[src/rtl/fcs_pkg.sv]
package fcs_pkg;
   localparam int OPC_W = 8;
   localparam logic [OPC_W-1:0] STATUS_RD_OPC = 8'h05;

   typedef enum logic [1:0] {
      PH_PREFIX = 2'd0,
      PH_MAIN   = 2'd1,
      PH_POLL   = 2'd2
   } phase_t;

   typedef enum logic [1:0] {
      SQ_IDLE   = 2'd0,
      SQ_LAUNCH = 2'd1,
      SQ_RUN    = 2'd2,
      SQ_GAP    = 2'd3
   } seq_state_t;

   typedef enum logic [1:0] {
      SH_IDLE = 2'd0,
      SH_LO   = 2'd1,
      SH_HI   = 2'd2
   } sh_state_t;

   function automatic logic type_has_addr(input logic [1:0] t);
      return t[1];
   endfunction

   function automatic logic type_is_write(input logic [1:0] t);
      return t[0];
   endfunction
endpackage

[src/rtl/fcs_frame_build.sv]
module fcs_frame_build
   import fcs_pkg::*;
#(
   parameter int BUF_BYTES  = 8,
   parameter int ADDR_BYTES = 3,
   localparam int ADDR_W = 8 * ADDR_BYTES,
   localparam int DBITS  = 8 * BUF_BYTES,
   localparam int CNT_W  = $clog2(BUF_BYTES),
   localparam int TXW    = OPC_W + ADDR_W + DBITS,
   localparam int BCW    = $clog2(TXW + 1)
) (
   input  phase_t             phase,
   input  logic [OPC_W-1:0]   opc,
   input  logic [OPC_W-1:0]   pfx,
   input  logic [1:0]         otype,
   input  logic [ADDR_W-1:0]  adr,
   input  logic [CNT_W-1:0]   cnt,
   input  logic [DBITS-1:0]   wdata,
   output logic [TXW-1:0]     tx_vec,
   output logic [BCW-1:0]     tx_bits,
   output logic [BCW-1:0]     hdr_bits
);
   logic [DBITS-1:0] data_seq;
   logic [DBITS-1:0] data_out;
   logic [BCW-1:0]   main_hdr;
   logic [BCW-1:0]   main_data;

   // byte 0 goes on the wire first, so it sits at the top of the sequence
   for (genvar gi = 0; gi < BUF_BYTES; gi++) begin : g_order
      assign data_seq[(BUF_BYTES-1-gi)*8 +: 8] = wdata[gi*8 +: 8];
   end

   assign data_out  = type_is_write(otype) ? data_seq : '0;
   assign main_hdr  = type_has_addr(otype) ? BCW'(OPC_W + ADDR_W) : BCW'(OPC_W);
   assign main_data = (BCW'(cnt) + BCW'(1)) << 3;

   always_comb begin
      tx_vec   = '0;
      tx_bits  = BCW'(OPC_W);
      hdr_bits = BCW'(OPC_W);
      unique case (phase)
         PH_PREFIX: begin
            tx_vec   = {pfx, {(ADDR_W + DBITS){1'b0}}};
            tx_bits  = BCW'(OPC_W);
         end
         PH_POLL: begin
            tx_vec   = {STATUS_RD_OPC, {(ADDR_W + DBITS){1'b0}}};
            tx_bits  = BCW'(OPC_W + 8);
         end
         default: begin
            if (type_has_addr(otype))
               tx_vec = {opc, adr, data_out};
            else
               tx_vec = {opc, data_out, {ADDR_W{1'b0}}};
            tx_bits  = main_hdr + main_data;
            hdr_bits = main_hdr;
         end
      endcase
   end
endmodule

[src/rtl/fcs_shifter.sv]
module fcs_shifter
   import fcs_pkg::*;
#(
   parameter int TXW      = 96,
   parameter int GAP_CLKS = 2,
   localparam int BCW     = $clog2(TXW + 1),
   localparam int HCW     = $clog2(GAP_CLKS + 1)
) (
   input  logic            clk,
   input  logic            rst_n,
   input  logic            go,
   input  logic [TXW-1:0]  tx_vec,
   input  logic [BCW-1:0]  tx_bits,
   input  logic            miso,
   output logic            sck,
   output logic            cs_n,
   output logic            mosi,
   output logic            smp,
   output logic            smp_bit,
   output logic [BCW-1:0]  smp_pos,
   output logic            fin
);
   sh_state_t        st;
   logic [TXW-1:0]   sreg;
   logic [BCW-1:0]   cnt;
   logic [BCW-1:0]   nb;

   always_ff @(posedge clk or negedge rst_n) begin
      if (!rst_n) begin
         st      <= SH_IDLE;
         sck     <= 1'b0;
         cs_n    <= 1'b1;
         mosi    <= 1'b0;
         sreg    <= '0;
         cnt     <= '0;
         nb      <= '0;
         smp     <= 1'b0;
         smp_bit <= 1'b0;
         smp_pos <= '0;
         fin     <= 1'b0;
      end else begin
         smp <= 1'b0;
         fin <= 1'b0;
         unique case (st)
            SH_IDLE: begin
               if (go) begin
                  st   <= SH_LO;
                  cs_n <= 1'b0;
                  mosi <= tx_vec[TXW-1];
                  sreg <= tx_vec << 1;
                  cnt  <= '0;
                  nb   <= tx_bits;
               end
            end
            SH_LO: begin
               sck <= 1'b1;
               st  <= SH_HI;
            end
            default: begin
               sck     <= 1'b0;
               smp     <= 1'b1;
               smp_bit <= miso;
               smp_pos <= cnt;
               if (cnt == nb - BCW'(1)) begin
                  st   <= SH_IDLE;
                  cs_n <= 1'b1;
                  mosi <= 1'b0;
                  fin  <= 1'b1;
               end else begin
                  cnt  <= cnt + BCW'(1);
                  mosi <= sreg[TXW-1];
                  sreg <= sreg << 1;
                  st   <= SH_LO;
               end
            end
         endcase
      end
   end

   // checker state: idle-time of chip select and rising-edge count per frame
   logic [HCW-1:0] hi_cnt;
   logic [BCW-1:0] rise_cnt;
   logic           sck_d;
   always_ff @(posedge clk or negedge rst_n) begin
      if (!rst_n) begin
         hi_cnt   <= HCW'(GAP_CLKS);
         rise_cnt <= '0;
         sck_d    <= 1'b0;
      end else begin
         sck_d <= sck;
         if (!cs_n) hi_cnt <= '0;
         else if (hi_cnt != HCW'(GAP_CLKS)) hi_cnt <= hi_cnt + HCW'(1);
         if (go && st == SH_IDLE) rise_cnt <= '0;
         else if (sck && !sck_d) rise_cnt <= rise_cnt + BCW'(1);
      end
   end

   AST_SCK_LOW_IDLE: assert property (@(posedge clk) disable iff (!rst_n)
      cs_n |-> !sck) else $error("sck high with chip select released");
   AST_MOSI_HOLD: assert property (@(posedge clk) disable iff (!rst_n)
      sck |-> $stable(mosi)) else $error("mosi moved while sck high");
   AST_GAP_MIN: assert property (@(posedge clk) disable iff (!rst_n)
      (go && st == SH_IDLE) |-> hi_cnt >= HCW'(GAP_CLKS)) else $error("chip select gap too short");
   AST_BIT_COUNT: assert property (@(posedge clk) disable iff (!rst_n)
      fin |-> rise_cnt == nb) else $error("clock count differs from frame length");
endmodule

[src/rtl/fcs_rx_capture.sv]
module fcs_rx_capture #(
   parameter int BUF_BYTES = 8,
   parameter int TXW       = 96,
   localparam int DBITS    = 8 * BUF_BYTES,
   localparam int IDXW     = $clog2(DBITS),
   localparam int BCW      = $clog2(TXW + 1)
) (
   input  logic             clk,
   input  logic             rst_n,
   input  logic             cap_en,
   input  logic             smp,
   input  logic             smp_bit,
   input  logic [BCW-1:0]   smp_pos,
   input  logic [BCW-1:0]   hdr_bits,
   output logic [DBITS-1:0] rd_data
);
   logic [BCW-1:0]  k;
   logic            in_range;
   logic [IDXW-1:0] idx;

   assign k        = smp_pos - hdr_bits;
   assign in_range = (smp_pos >= hdr_bits) && (k < BCW'(DBITS));
   // byte k/8, bit 7-(k%8): first bit of each byte lands in its MSB
   assign idx      = {k[IDXW-1:3], ~k[2:0]};

   always_ff @(posedge clk or negedge rst_n) begin
      if (!rst_n) rd_data <= '0;
      else if (cap_en && smp && in_range) rd_data[idx] <= smp_bit;
   end

   AST_CAPTURE_GATED: assert property (@(posedge clk) disable iff (!rst_n)
      !cap_en |=> $stable(rd_data)) else $error("read buffer changed outside a read");
endmodule

[src/rtl/fcs_sequencer.sv]
module fcs_sequencer
   import fcs_pkg::*;
#(
   parameter int BUF_BYTES  = 8,
   parameter int ADDR_BYTES = 3,
   parameter int GAP_CLKS   = 2,
   localparam int ADDR_W = 8 * ADDR_BYTES,
   localparam int DBITS  = 8 * BUF_BYTES,
   localparam int CNT_W  = $clog2(BUF_BYTES),
   localparam int GCW    = $clog2(GAP_CLKS + 1)
) (
   input  logic              clk,
   input  logic              rst_n,
   input  logic              start,
   input  logic              atomic,
   input  logic [OPC_W-1:0]  opcode,
   input  logic [OPC_W-1:0]  prefix_op,
   input  logic [1:0]        op_type,
   input  logic [ADDR_W-1:0] addr,
   input  logic [CNT_W-1:0]  byte_cnt,
   input  logic [DBITS-1:0]  wr_data,
   input  logic              fin,
   input  logic              last_bit,
   output logic              go,
   output phase_t            phase,
   output logic [OPC_W-1:0]  opc_q,
   output logic [OPC_W-1:0]  pfx_q,
   output logic [1:0]        type_q,
   output logic [ADDR_W-1:0] adr_q,
   output logic [CNT_W-1:0]  cnt_q,
   output logic [DBITS-1:0]  wdata_q,
   output logic              busy,
   output logic              done
);
   seq_state_t     st;
   logic           atomic_q;
   logic [GCW-1:0] gcnt;

   assign go = (st == SQ_LAUNCH);

   always_ff @(posedge clk or negedge rst_n) begin
      if (!rst_n) begin
         st       <= SQ_IDLE;
         phase    <= PH_MAIN;
         atomic_q <= 1'b0;
         opc_q    <= '0;
         pfx_q    <= '0;
         type_q   <= '0;
         adr_q    <= '0;
         cnt_q    <= '0;
         wdata_q  <= '0;
         gcnt     <= '0;
         busy     <= 1'b0;
         done     <= 1'b0;
      end else begin
         unique case (st)
            SQ_IDLE: begin
               if (start) begin
                  atomic_q <= atomic;
                  opc_q    <= opcode;
                  pfx_q    <= prefix_op;
                  type_q   <= op_type;
                  adr_q    <= addr;
                  cnt_q    <= byte_cnt;
                  wdata_q  <= wr_data;
                  phase    <= atomic ? PH_PREFIX : PH_MAIN;
                  busy     <= 1'b1;
                  done     <= 1'b0;
                  st       <= SQ_LAUNCH;
               end
            end
            SQ_LAUNCH: st <= SQ_RUN;
            SQ_RUN: begin
               if (fin) begin
                  gcnt <= '0;
                  unique case (phase)
                     PH_PREFIX: begin
                        phase <= PH_MAIN;
                        st    <= SQ_GAP;
                     end
                     PH_MAIN: begin
                        if (atomic_q) begin
                           phase <= PH_POLL;
                           st    <= SQ_GAP;
                        end else begin
                           busy <= 1'b0;
                           done <= 1'b1;
                           st   <= SQ_IDLE;
                        end
                     end
                     default: begin
                        if (last_bit) begin
                           st <= SQ_GAP;
                        end else begin
                           busy <= 1'b0;
                           done <= 1'b1;
                           st   <= SQ_IDLE;
                        end
                     end
                  endcase
               end
            end
            default: begin
               if (gcnt == GCW'(GAP_CLKS - 1)) st <= SQ_LAUNCH;
               else gcnt <= gcnt + GCW'(1);
            end
         endcase
      end
   end

   AST_FIELDS_HELD: assert property (@(posedge clk) disable iff (!rst_n)
      (busy && $past(busy)) |-> ($stable(opc_q) && $stable(adr_q) && $stable(type_q))) else $error("committed command changed");
   AST_DONE_EXCL: assert property (@(posedge clk) disable iff (!rst_n)
      !(done && busy)) else $error("done and busy together");
   AST_START_CLEARS: assert property (@(posedge clk) disable iff (!rst_n)
      (st == SQ_IDLE && start) |=> (busy && !done)) else $error("accepted start did not clear done");
endmodule

[src/rtl/flash_cmd_seq.sv]
module flash_cmd_seq
   import fcs_pkg::*;
#(
   parameter int BUF_BYTES  = 8,
   parameter int ADDR_BYTES = 3,
   parameter int GAP_CLKS   = 2,
   localparam int ADDR_W = 8 * ADDR_BYTES,
   localparam int DBITS  = 8 * BUF_BYTES,
   localparam int CNT_W  = $clog2(BUF_BYTES),
   localparam int TXW    = OPC_W + ADDR_W + DBITS,
   localparam int BCW    = $clog2(TXW + 1)
) (
   input  logic              clk,
   input  logic              rst_n,
   input  logic              start,
   input  logic              atomic,
   input  logic [7:0]        opcode,
   input  logic [7:0]        prefix_op,
   input  logic [1:0]        op_type,
   input  logic [ADDR_W-1:0] addr,
   input  logic [CNT_W-1:0]  byte_cnt,
   input  logic [DBITS-1:0]  wr_data,
   output logic [DBITS-1:0]  rd_data,
   output logic              busy,
   output logic              done,
   output logic              sck,
   output logic              cs_n,
   output logic              mosi,
   input  logic              miso
);
   if (BUF_BYTES < 2 || (BUF_BYTES & (BUF_BYTES - 1)) != 0) begin : g_bad_buf
      $error("BUF_BYTES must be a power of two of at least 2");
   end
   if (ADDR_BYTES < 1) begin : g_bad_addr
      $error("ADDR_BYTES must be at least 1");
   end
   if (GAP_CLKS < 2) begin : g_bad_gap
      $error("GAP_CLKS must be at least 2");
   end

   logic              go, fin, smp, smp_bit;
   logic [BCW-1:0]    smp_pos, tx_bits, hdr_bits;
   logic [TXW-1:0]    tx_vec;
   phase_t            phase;
   logic [OPC_W-1:0]  opc_q, pfx_q;
   logic [1:0]        type_q;
   logic [ADDR_W-1:0] adr_q;
   logic [CNT_W-1:0]  cnt_q;
   logic [DBITS-1:0]  wdata_q;
   logic              cap_en;

   fcs_sequencer #(.BUF_BYTES(BUF_BYTES), .ADDR_BYTES(ADDR_BYTES), .GAP_CLKS(GAP_CLKS)) u_seq (
      .clk(clk), .rst_n(rst_n), .start(start), .atomic(atomic), .opcode(opcode),
      .prefix_op(prefix_op), .op_type(op_type), .addr(addr), .byte_cnt(byte_cnt),
      .wr_data(wr_data), .fin(fin), .last_bit(smp_bit), .go(go), .phase(phase),
      .opc_q(opc_q), .pfx_q(pfx_q), .type_q(type_q), .adr_q(adr_q), .cnt_q(cnt_q),
      .wdata_q(wdata_q), .busy(busy), .done(done)
   );

   fcs_frame_build #(.BUF_BYTES(BUF_BYTES), .ADDR_BYTES(ADDR_BYTES)) u_frame (
      .phase(phase), .opc(opc_q), .pfx(pfx_q), .otype(type_q), .adr(adr_q),
      .cnt(cnt_q), .wdata(wdata_q), .tx_vec(tx_vec), .tx_bits(tx_bits), .hdr_bits(hdr_bits)
   );

   fcs_shifter #(.TXW(TXW), .GAP_CLKS(GAP_CLKS)) u_shift (
      .clk(clk), .rst_n(rst_n), .go(go), .tx_vec(tx_vec), .tx_bits(tx_bits),
      .miso(miso), .sck(sck), .cs_n(cs_n), .mosi(mosi), .smp(smp),
      .smp_bit(smp_bit), .smp_pos(smp_pos), .fin(fin)
   );

   assign cap_en = (phase == PH_MAIN) && !type_is_write(type_q);

   fcs_rx_capture #(.BUF_BYTES(BUF_BYTES), .TXW(TXW)) u_cap (
      .clk(clk), .rst_n(rst_n), .cap_en(cap_en), .smp(smp), .smp_bit(smp_bit),
      .smp_pos(smp_pos), .hdr_bits(hdr_bits), .rd_data(rd_data)
   );

   AST_DONE_PORT_IDLE: assert property (@(posedge clk) disable iff (!rst_n)
      done |-> (cs_n && !sck)) else $error("done while port active");
   AST_BUSY_COVERS_CS: assert property (@(posedge clk) disable iff (!rst_n)
      !cs_n |-> busy) else $error("chip select low while not busy");
endmodule

[config.mk]
export PLATFORM = sky130hd
export DESIGN_NAME = flash_cmd_seq
export DESIGN_NICKNAME = d
export VERILOG_FILES = /design/src/rtl/fcs_pkg.sv /design/src/rtl/fcs_frame_build.sv /design/src/rtl/fcs_shifter.sv /design/src/rtl/fcs_rx_capture.sv /design/src/rtl/fcs_sequencer.sv /design/src/rtl/flash_cmd_seq.sv
export SDC_FILE = /design/constraint.sdc
export NUM_CORES = 1
export LEC_CHECK = 0
export BUFFER_PORTS_ARGS = -buffer_cell sky130_fd_sc_hd__clkbuf_2
export CORE_ASPECT_RATIO = 0.9
export CORE_MARGIN = 3
export CORE_UTILIZATION = 35
export CTS_CLUSTER_SIZE = 28
export DETAILED_ROUTE_END_ITERATION = 8
export PLACE_DENSITY = 0.57
export SYNTH_ARGS = -nofsm -noshare
export SYNTH_HDL_FRONTEND = slang
export SYNTH_HIERARCHICAL = 1
export SYNTH_SLANG_ARGS = --single-unit
export TNS_END_PERCENT = 100
[constraint.sdc]
create_clock -name clk -period 3.7 [get_ports clk]
set_input_delay 0.555 -clock clk [delete_from_list [all_inputs] [get_ports clk]]
set_output_delay 0.555 -clock clk [all_outputs]
set_load 0.02 [all_outputs]
# Yosys cells after proc, flatten, opt, wreduce, memory -nomap -nowiden

Index checks and enable logic that the tools add are counted.

Reduce and logical (&&, ||, !) cells: 24
Bitwise operators: 3
Order comparisons: 4
Add/subtract/negate cells: 6
Equal/unequal tests: 17
Mux-type cells: 56

Operator list:

| kind                | number |
|---|---|
| $pmux 96 s2         | 2 |
| $mux 96             | 2 |
| $mux 88             | 1 |
| $bwmux 64           | 1 |
| $mux 64             | 1 |
| $pmux 7 s2          | 2 |
| $mux 2              | 11 |
| $mux 7              | 3 |
| $pmux 2 s2          | 5 |
| $mux 1              | 18 |
| $pmux 1 s2          | 7 |
| $reduce_and 3->1    | 4 |
| $ne 2x2->1 const B  | 5 |
| $eq 2x1->1 const B  | 4 |
| $add 7x1->7 const B | 1 |
| $add 7x7->7         | 1 |
| $eq 7x7->1          | 1 |
| $ge 7x7->1          | 1 |
| $lt 6x7->1 const B  | 1 |
| $lt 7x7->1 const B  | 1 |
| $sub 7x1->7 const B | 1 |
| $sub 7x7->7         | 1 |
| $demux 1 s6         | 1 |
| $ge 6x1->1 const B  | 1 |
| 19 further kinds    | 34 |

Logic and storage cells: 134
Output and inout port bits: 69
Input port bits: 114
Flip-flop bits (word level): 307

# Longest topological paths before layout

Gate-level depths: netlist of the first run.

Depth after elaboration: 10
Mapped depth: 13
Gate-level depth less buffers: 10

# Cells and area by module

Netlist of the first run, hierarchy kept.

By module, submodules not included:

| module          | cells an instance | sequential area each (um^2) | area an instance (um^2) | instances |
|---|---|---|---|---|
| fcs_shifter     | 573               | 3104.2                      | 5459.0                  | 1 |
| fcs_sequencer   | 282               | 2954.1                      | 4531.8                  | 1 |
| fcs_rx_capture  | 292               | 1601.5                      | 3305.7                  | 1 |
| fcs_frame_build | 215               | 0.0                         | 1709.1                  | 1 |
| flash_cmd_seq   | 1                 | 0.0                         | 12.5                    | 1 |

# Worst setup path after synthesis of the first run

Ideal clock, no wire load.

Path type: reg-to-reg
From: reg u_seq.type_q[1]
To: reg u_cap.rd_data[17]
Path buffers: 3
Arrival: 2882 ps
Cell stages (with the launch flop): 14
Slack: 690 ps
Cells stage by stage: dfrtp_1 -> buf_6 -> buf_4 -> and2_1 -> inv_1 -> inv_1 -> ha_1 -> buf_4 -> o21ai_1 -> o211a_1 -> or3_4 -> nor4_4 -> nand2_1 -> mux2_1

Word-level cells in the longest chain between the ends: 8

RTL lines:

| item                                                           | RTL line              | text |
|---|---|---|
| start: declaration                                             | fcs_sequencer.sv:28   | `output logic [1:0] type_q,` |
| start signal: assignment                                       | fcs_sequencer.sv:62   | `type_q <= op_type;` |
| $mux 6 *                                                       | fcs_frame_build.sv:34 | `assign main_hdr = type_has_addr(otype) ? BCW'(OPC_W + ADDR_W) : BCW'(OPC_W);` |
| $mux 7 *                                                       | fcs_frame_build.sv:41 | `unique case (phase)` |
| named net hdr_bits[5]                                          | flash_cmd_seq.sv:42   | `logic [BCW-1:0] smp_pos, tx_bits, hdr_bits;` |
| $sub 7x7->7                                                    | fcs_rx_capture.sv:21  | `assign k = smp_pos - hdr_bits;` |
| $lt 6x7->1 (not written as such) or $ge 6x1->1 (tied branches) | fcs_rx_capture.sv:28  | `else if (cap_en && smp && in_range) rd_data[idx] <= smp_bit;` |
| $logic_and 1x1->1 (not written as such)                        | fcs_rx_capture.sv:28  |  |
| $mux 1 (not written as such)                                   | fcs_rx_capture.sv:28  |  |
| $demux 1 s6                                                    | -                     |  |
| $bwmux 64                                                      | fcs_rx_capture.sv:28  |  |
| end signal: indexed assignment                                 | fcs_rx_capture.sv:28  |  |
| end: declaration                                               | fcs_rx_capture.sv:15  | `output logic [DBITS-1:0] rd_data` |

Mark *: on every way through the listed nets, which the timed path passes. The rest lies on a longest branch.
A chain may end at the register's enable or synchronous reset.

# Worst setup path after layout of the first run

From: reg u_seq.type_q[1]
To: reg u_cap.rd_data[19]

Same word-level chain as after synthesis.

==> results of run 1 <==
## power groups by stage
| stage | logic (mW) | clock network, mW | registers, mW |
|---|---|---|---|
| 5_1_grt | 7.18 | 3.72 | 6.03 |
| 2_1_floorplan | 5.30 | 0 | 5.47 |
| 3_3_place_gp | 6.30 | 0 | 5.90 |
| 4_1_cts | 6.45 | 3.57 | 5.89 |
| 6_report | 6.42 | 3.45 | 5.86 |
| 3_5_place_dp | 6.42 | 0 | 5.94 |
## synth_stat cells, types with 2 or more instances
master / count / share of area [%]
o22ai_1: 94 / 3.9
buf_2: 31 / 1.0
nand4b_1: 2 / 0.12
nor3_1: 13 / 0.43
inv_1: 25 / 0.62
o211ai_1: 6 / 0.30
buf_12: 7 / 0.93
o211a_1: 2 / 0.13
dfstp_2: 2 / 0.35
a21oi_1: 103 / 3.4
nor2_1: 189 / 4.7
clkbuf_1: 41 / 1.0
a22oi_1: 4 / 0.20
o21ai_0: 18 / 0.60
a21o_1: 2 / 0.10
nor2b_2: 20 / 1.2
ha_1: 17 / 1.4
or2_1: 2 / 0.083
and2_1: 29 / 1.2
a211o_1: 3 / 0.17
nor4_1: 4 / 0.17
a31oi_1: 4 / 0.17
buf_6: 9 / 0.67
xnor2_1: 6 / 0.35
xor2_1: 11 / 0.64
buf_4: 13 / 0.65
nand3_1: 18 / 0.60
and3_1: 3 / 0.12
mux2_1: 16 / 1.2
mux2_2: 162 / 12
nand4_1: 5 / 0.21
o22a_2: 2 / 0.13
nor4_4: 4 / 0.57
a211oi_2: 2 / 0.17
a22o_1: 6 / 0.35
a22oi_2: 20 / 1.7
nand2_1: 69 / 1.7
nor2b_1: 8 / 0.33
nand2b_1: 10 / 0.42
dfrtp_1: 304 / 51
nor3b_1: 3 / 0.15
mux2i_1: 45 / 3.0
## layout make-up
type / instances / area (sq um) / share of cell area (%)
flip-flops and latches: 306 / 7660 / 44.0
multi-input cells: 935 / 6650 / 38.2
repair buffers: 201 / 1180 / 6.75
clock buffers: 57 / 1100 / 6.32
well taps: 547 / 684 / 3.93
inverters: 26 / 97.6 / 0.560
clock inverters: 7 / 48.8 / 0.280
## routing by layer
layer / share of wire [%] / GRT usage (%) / vias to the layer above
li1: - / - / 5106
met1: 46 / 23.7 / 5258
met2: 48 / 27.6 / 263
met3: 5.1 / 2.79 / 37
met4: 1.5 / 3.74 / 0
met5: 0 / 0 / -
## sequential cells by signal, summed over array words and instances (netlist names), 2 cells and up
| register | flops |
|---|---|
| u_seq/opc_q | 8 |
| u_seq/st | 2 |
| u_seq/pfx_q | 8 |
| u_seq/type_q | 2 |
| u_seq/adr_q | 24 |
| u_shift/sreg | 95 |
| u_shift/nb | 7 |
| u_cap/rd_data | 64 |
| u_shift/smp_pos | 7 |
| u_seq/gcnt | 2 |
| u_seq/phase | 2 |
| u_shift/cnt | 7 |
| u_seq/cnt_q | 3 |
| u_seq/wdata_q | 64 |
| u_shift/st | 2 |
## cells by family after synthesis
family,synth area share (%)
compound gates,12.3
xor+xnor,0.991
fa+ha+maj,1.55
buf+inv,5.02
flops,51.0
mux,16.4
other cells,0.0250
simple gates,12.6
## worst max-delay path by stage
stage | end | from | cells after the start
after global routing | u_cap/rd_data[34] | u_seq/type_q[1] | 10
after detailed placement | u_cap/rd_data[19] | u_seq/type_q[1] | 10
final | u_cap/rd_data[19] | u_seq/type_q[1] | 10
after CTS | u_cap/rd_data[19] | u_seq/type_q[1] | 10
after floorplan | u_cap/rd_data[17] | u_seq/type_q[1] | 13
after global placement | u_cap/rd_data[35] | u_seq/type_q[1] | 10
## stage by stage
stage	cells	hold slack (ns)	cell area, sq um	power, mW	util (%)
after floorplan	1370	0.259	15000	10.8	-
after global placement	2015	0.476	16300	12.2	38.6
after detailed placement	2015	0.486	16300	12.4	38.6
after CTS	2079	0.0385	17400	15.9	41.4
after global routing	2079	0.0815	17400	16.9	41.4
final	2079	0.0261	17400	15.7	41.4
==> run metrics, run 1 <==
Top Family by Delay on Critical Path simple AND/OR/NAND/NOR gates; Post-CTS Resized 0; GRT Residual Overflow 0; Yosys warning total 6; Synth Cell Area around 15000 sq um; largest net degree at the start of global routing about 120; Layout Nets 1638; Rows about 70; commonest non-fill, non-tap cells in the layout 303 x dfrtp_1, 188 x nor2_1, 181 x clkbuf_2; final hold violation count 0; R2R depth 10; DR iter-0 viols around 930; CTS tree built; Setup Crit Path Kind register to register; CTS Buf Count 36; via count 10.7k; startpoint types register; Setup WS pre-CTS 0.521 ns; hold crit path type primary input to asynchronous set/reset pin; vias per cell 5.13; Main synth FF type dfrtp_1; Post-CTS Setup Bufs 0; Crit path largest cell delay 0.55 ns; pwr dens 903 nW/um^2; Crit path top cell by count inv_1; 1st-pass router iterations 5; logic gate share of total power 40.8%; Post-synth ARST share 100%; # IOs 183; clock buffer depth 3; Arrival @ worst endpoint 3.60 ns; Worst Path Required 4.11 ns; ratio of cells with drive above 1 in the final layout about a third; Antenna Cells 0; clk root buf clkbuf_16; Area Overhead vs Synth 16.0%; FF+latch count, synth ~300; Netlist cell types just over 70; CP Cell Sequence and2_1 -> inv_1 -> inv_1 -> ha_1 -> o21ai_1 -> o211a_1 -> or3_4 -> nor4_4 -> nand2_1 -> mux2_1; Fill cells between 4k and 5k; final routed DRC violation total 0; register-to-register setup slack 0.51 ns; initial antenna violation count 0; Hold-fix buffers, CTS 0; max_slew headroom a little over a fifth; WL final 38.4 mm; Max Clock Skew 0.0170 ns; post-route ant nets 0; leak pwr 7.95 nW; I/O Buffers approximately 180; WL per Instance 18.5 um; Sw Share 39.0%; outcome finished clean; Syn Area/Cell 11.0 sq um; final setup fails 0; width of the die 224 um; H-tree levels 2; post-synthesis sequential area ratio 51.0%; worst r2r dst u_cap/rd_data[19]; Clk Latency, worst-skew pair 0.54 ns; power share of the clock group around 22%; reg2reg start u_seq/type_q[1]; routability cong. 0.792; first-pass GRT wire length 61.2 mm; Clock Pin Slew Worst Setup and Hold Paths 0.05 ns; Internal 9.60 mW; Max IR drop VDD 0.000510 V; max-slew violation count 0; Starting Density 35.7%; Crit Path Max Fanout 8; DP Wirelength between 20 and 30 mm; Peak Freq between 0.3 and 0.4 GHz; commonest non-fill, non-tap cell in the layout dfrtp_1; CP bufs+invs 2; period utilisation layout 86.1%; # clock sinks ~310; vias in the first global route 10.6k; Tmin final 3.19 ns; Post-synth EDFFs 0; Final WS setup 0.514 ns; total of max-cap violations 0; cells after synthesis 1363; Slowest-stage cell, CP nor4_4; Crit. End Element register; Total GRT Usage between 15 and 20%; Reg power frac 37.2%; P_sw 6.13 mW; die area 45400 sq um; Worst Tran Pin Value 1.17 ns; Die Height about 200 um; setup TNS 0 ns; RSZ-0062 raised after global routing no; core area 42100 sq um
No activity file was read; power rests on OpenSTA's default activity.
==> inputs of run 2 (changes only) <==
PLACE_DENSITY = 0.59   (was 0.57)
clock period = 2.7 ns   (was 3.7 ns; I/O delays follow)
==> run metrics, run 2 (synthesis results as in run 1) <==
outcome finished clean; final hold violation count 0 (unchanged); Crit. End Element register; Total GRT Usage 16.6% (-0.31 points); Crit path largest cell delay 0.52 ns (-0.03 ns); RSZ-0062 raised after global routing yes; clock buffer depth 3 (unchanged); Tmin final 2.62 ns (-0.562 ns); Setup WS pre-CTS -0.109 ns (-0.630 ns); placed insts 2046 (+1.5%); leak pwr 8.25 nW (+3.7%); first-pass GRT wire length 60.8 mm (-0.66%); max-slew violation count 0 (unchanged); Layout Nets 1674 (+2.2%); logic gate share of total power 41.9% (+1.1 points); final setup fails 0 (unchanged); final routed DRC violation total 0 (unchanged); CTS Buf Count 36 (unchanged); routability cong. 0.778 (-1.7%); DP Wirelength 26.3 mm (+3.0%); Clk Latency, worst-skew pair 0.53 ns (about the same); register area 7660 sq um (unchanged); Max Clock Skew 0.0193 ns (+0.00237 ns); I/O Buffers 182 (unchanged); Slowest-stage cell, CP dfstp_2; Setup Crit Path Kind register to register; Rows 71 (unchanged); vias per cell 5.13 (about the same); Clock Pin Slew Worst Setup and Hold Paths 0.06 ns (about the same); DR iter-0 viols 786 (-16%); CP bufs+invs 2 (unchanged); Sw Share 38.2% (-0.80 points); max reg flops 95 (unchanged); CP Cell Sequence and2_4 -> inv_2 -> ha_4 -> or3b_4 -> o211ai_1 -> or3_4 -> nor4_4 -> buf_4 -> nand2_1 -> mux2_4; die area 45400 sq um (unchanged); # clock sinks 306 (unchanged); commonest non-fill, non-tap cells in the layout 303 x dfrtp_1, 187 x nor2_1, 181 x clkbuf_2; 1st-pass router iterations 7 (+2); Top Registers u_shift/sreg: 95 flops, u_cap/rd_data: 64 flops, u_seq/wdata_q: 64 flops; clk root buf clkbuf_16; max_slew headroom 55.1% (+33 points); fin util 42.8% (+1.4 points); ratio of cells with drive above 1 in the final layout 34.5% (+3.1 points); WL final 38.2 mm (-0.35%); width of the die 224 um (unchanged); Worst Path Required 3.10 ns (-1.01 ns); vias in the first global route 10.7k (+1.7%); Largest Register u_shift/sreg; GRT Residual Overflow 0 (unchanged); period utilisation layout 97.2% (+11 points); Max IR drop VDD 0.000654 V (+28%); Peak Freq 0.381 GHz (+21%); area taken by multi-input logic gates 6780 sq um (+1.9%); pwr dens 1250 nW/um^2 (+38%); startpoint types register; Finished Layout Cells 2115 (+1.7%); Fill cells 4063 (+0.099%); core area 42100 sq um (unchanged); Top Family by Delay on Critical Path simple AND/OR/NAND/NOR gates; Crit Path Max Fanout 7 (-1); Reg power frac 35.9% (-1.3 points); # IOs 183 (unchanged); CTS tree built; WL per Instance 18.1 um (-2.0%); Final WS setup 0.0764 ns (-0.438 ns); initial antenna violation count 0 (unchanged); total of max-cap violations 0 (unchanged); via count 10.8k (+1.7%); Internal 13.9 mW (+45%); post-route ant nets 0 (unchanged); Arrival @ worst endpoint 3.03 ns (-0.57 ns); P_sw 8.57 mW (+40%); hold crit path type primary input to register; Antenna Cells 0 (unchanged); largest net degree at the start of global routing 71 (-39%); power share of the clock group 22.2% (+0.3 points); Starting Density 35.7% (unchanged); register-to-register setup slack 0.08 ns (-0.44 ns); H-tree levels 2 (unchanged); Die Height 203 um (unchanged); Area Overhead vs Synth 20.0%; commonest non-fill, non-tap cell in the layout dfrtp_1; Worst Tran Pin Value 0.674 ns (-0.497 ns)
run 2: repair_timing:
| action | in CTS | in global routing |
|---|---|---|
| setup endpoints to repair | 32 | 142 |
| hold endpoints to repair | 51 | 0 |
| setup buffers | 3 | 1 |
| hold buffers | 1 | 0 |
| pin swaps | 2 | 5 |
| gates resized for setup | 1 | 20 |
| gates cloned | 0 | 0 |
run 2: area by class of cell:
cell class                 instances  area share (%)
sequential                       306            42.5
multi-input combinational        935            37.6
timing repair buffer             237            8.80
clock buffer                      52            5.73
tap                              547            3.80
clock inverter                    12           0.986
inverter                          26           0.542
run 2: metrics by stage:
| step | TNS (ns) | instance area (sq um) | hold WS [ns] | power (mW) |
|---|---|---|---|---|
| floorplan | -2.29 | 15100 | 0.109 | 14.9 |
| global placement | -0.246 | 16700 | 0.386 | 17.1 |
| detailed placement | -1.56 | 16700 | 0.396 | 17.4 |
| CTS | 0 | 17900 | 0.0793 | 22.5 |
| global route | -0.271 | 18000 | 0.0881 | 24.0 |
| finish | 0 | 18000 | 0.101 | 22.5 |
run 2: path summary, 6_finish.rpt:
| path | start | end | depth (start not counted) |
|---|---|---|---|
| max | u_seq/phase[0] | u_cap/rd_data[21] | 10 |
| min | addr[0] | u_seq/adr_q[0] | 2 |
| max reg2reg | u_seq/phase[0] | u_cap/rd_data[21] | 10 |
| min reg2reg | u_seq/busy | u_seq/busy | 1 |
| max in group asynchronous | rst_n | u_cap/rd_data[44] | 3 |
| min in group asynchronous | rst_n | u_seq/st[0] | 2 |
run 2: worst register-to-register path: cells and delay by family (launching register included):
family | cells | cell delay, ns
DFF | 1 | 0.52
AOI/OAI and AO/OA | 1 | 0.12
and+or+nand+nor | 5 | 1.06
adders and majority gates | 1 | 0.29
buffers and inverters | 2 | 0.22
muxes | 1 | 0.30
run 2: routing by layer:
metal | wire length [um] | vias up | GRT usage [%]
met2 | 18200 | 249 | 27.1
met3 | 1970 | 39 | 3.11
met5 | 0 | - | 0
met4 | 484 | 0 | 3.15
li1 | - | 5169 | -
met1 | 17600 | 5388 | 23.3
run 2: power groups by stage:
| stage | combinational (mW) | sequential (mW) | clock, mW |
|---|---|---|---|
| final | 9.41 | 8.06 | 4.99 |
| after global routing | 10.4 | 8.29 | 5.31 |
| after CTS | 9.27 | 8.08 | 5.13 |
| after detailed placement | 9.21 | 8.14 | 0 |
| after global placement | 9.01 | 8.09 | 0 |
| after floorplan | 7.39 | 7.50 | 0 |
==> inputs of run 3 (changes only) <==
RECOVER_POWER = 25   (was not set)
SKIP_CTS_REPAIR_TIMING = 1   (was not set)
==> run metrics, run 3 (synthesis results as in run 1) <==
final routed DRC violation total 0 (unchanged); max reg flops 95 (unchanged); Setup Crit Path Kind register to register; total of max-cap violations 1 (+1); hold crit path type primary input to register; failing checks max-capacitance violations, max-slew violations; Crit. End Element register; CTS tree built; max-slew violation count 57 (+57); via count 10.8k (-0.055%); pwr dens 1250 nW/um^2 (about the same); Area after DPL 16700 sq um (unchanged); Largest Register u_shift/sreg; final hold violation count 0 (unchanged); worst hold start addr[0]; Layout Nets 1673 (-0.060%); largest net degree at the start of global routing 71 (unchanged); area taken by multi-input logic gates 6780 sq um (about the same); Die Height 203 um (unchanged); outcome finished, violations left; register-to-register setup slack 0.02 ns (-0.06 ns); WL per Instance 18.0 um (-0.26%); Clk Latency, worst-skew pair 0.53 ns (about the same); WHS Endpoint u_seq/adr_q[0]; Final Instance Area 18000 sq um (-0.24%); WHS Path Cells 2 (unchanged); worst r2r dst u_cap/rd_data[17]; Max IR drop VDD 0.000658 V (+0.55%); first-pass GRT wire length 60.7 mm (-0.19%); Arrival @ worst endpoint 3.08 ns (+0.05 ns); final setup fails 0 (unchanged); # clock sinks 306 (unchanged); final hold slack 0.101 ns (-0.0000430 ns); Worst Tran Pin Value 1.61 ns (+0.939 ns); R2R depth 11 (+1); Top Registers u_shift/sreg: 95 flops, u_cap/rd_data: 64 flops, u_seq/wdata_q: 64 flops; H-tree levels 2 (unchanged); commonest non-fill, non-tap cell in the layout dfrtp_1; width of the die 224 um (unchanged); vias in the first global route 10.7k (-0.13%); Crit Path Max Fanout 8 (+1); initial antenna violation count 0 (unchanged); GRT Residual Overflow 0 (unchanged); reg2reg start u_seq/type_q[1]; DR iter-0 viols 790 (+0.51%); Area Overhead vs Synth 19.7%; period utilisation layout 99.3% (+2.1 points); Rows 71 (unchanged); 1st-pass router iterations 7 (unchanged); Tmin final 2.68 ns (+0.0569 ns); ratio of cells with drive above 1 in the final layout 34.3% (-0.17 points); leak pwr 8.22 nW (-0.25%); post-route ant nets 0 (unchanged); Fill cells 4074 (+0.27%); Max Clock Skew 0.0179 ns (-0.00141 ns); clk root buf clkbuf_16; Worst Path Required 3.10 ns (about the same); WL final 38.1 mm (-0.31%); Peak Freq 0.373 GHz (-2.1%); Total GRT Usage 16.6% (-0.025 points); register area 7660 sq um (unchanged); I/O Buffers 182 (unchanged); # IOs 183 (unchanged); vias per cell 5.13 (about the same); die area 45400 sq um (unchanged); DP Wirelength 26.3 mm (unchanged); routability cong. 0.778 (unchanged); CTS Buf Count 36 (unchanged); core area 42100 sq um (unchanged); startpoint types register; Starting Density 35.7% (unchanged); Antenna Cells 0 (unchanged); max_slew headroom -7.52% (-63 points); RSZ-0062 raised after global routing yes; commonest non-fill, non-tap cells in the layout 303 x dfrtp_1, 188 x nor2_1, 182 x clkbuf_2; clock buffer depth 3 (unchanged); Clock Pin Slew Worst Setup and Hold Paths 0.06 ns (about the same)
-- run 3: cell type report --
cell class	count	area share [%]
clock buffers	52	5.74
clock inverters	12	0.988
multi-input cells	935	37.7
inverters	26	0.543
repair buffers	236	8.60
well taps	547	3.81
flip-flops and latches	306	42.6
-- run 3: report_power, final --
| part | internal (mW) | total, mW | switching, mW |
|---|---|---|---|
| Sequential | 6.49 | 8.06 | 1.56 |
| Combinational | 4.33 | 9.39 | 5.06 |
| Clock | 3.05 | 4.97 | 1.92 |
| Total | 13.9 | 22.4 | 8.55 |
-- run 3: per-layer routing --
metal,wire [um],share of wire (%),global-route usage [%]
met1,17100,45,23.2
met2,18400,48,27.1
met3,2140,5.6,3.11
met4,484,1.3,3.15
met5,0,0,0
-- run 3: how the worst max path moves through the flow --
| stage | startpoint | end | depth (start not counted) |
|---|---|---|---|
| 2_1_floorplan | u_seq/type_q[1] | u_cap/rd_data[11] | 13 |
| 6_report | u_seq/type_q[1] | u_cap/rd_data[17] | 11 |
| 5_1_grt | u_seq/type_q[1] | u_cap/rd_data[17] | 11 |
| 3_3_place_gp | u_seq/phase[0] | u_cap/rd_data[21] | 9 |
| 3_5_place_dp | u_seq/phase[0] | u_cap/rd_data[5] | 9 |
| 4_1_cts | u_seq/phase[0] | u_cap/rd_data[5] | 9 |
-- run 3: worst max-delay path, stage by stage (launching register included) --
cell	delay [ns]
dfrtp_4	0.47
and2_4	0.15
inv_2	0.05
inv_2	0.03
ha_4	0.28
o21ai_2	0.07
o211a_1	0.23
or3_4	0.46
nor4_4	0.29
buf_6	0.17
nand2_2	0.07
mux2_4	0.30
-- run 3: per-stage QoR --
step                TNS [ns]  worst slack [ns]  std cells  util [%]  power, mW
floorplan              -2.29           -0.0939       1370         -       14.9
global placement      -0.246           -0.0498       2046      39.6       17.1
detailed placement     -1.56            -0.109       2046      39.6       17.4
CTS                    -1.64            -0.113       2110      42.5       22.4
global route          -0.114           -0.0363       2114      42.7       24.0
finish                     0            0.0195       2114      42.7       22.4
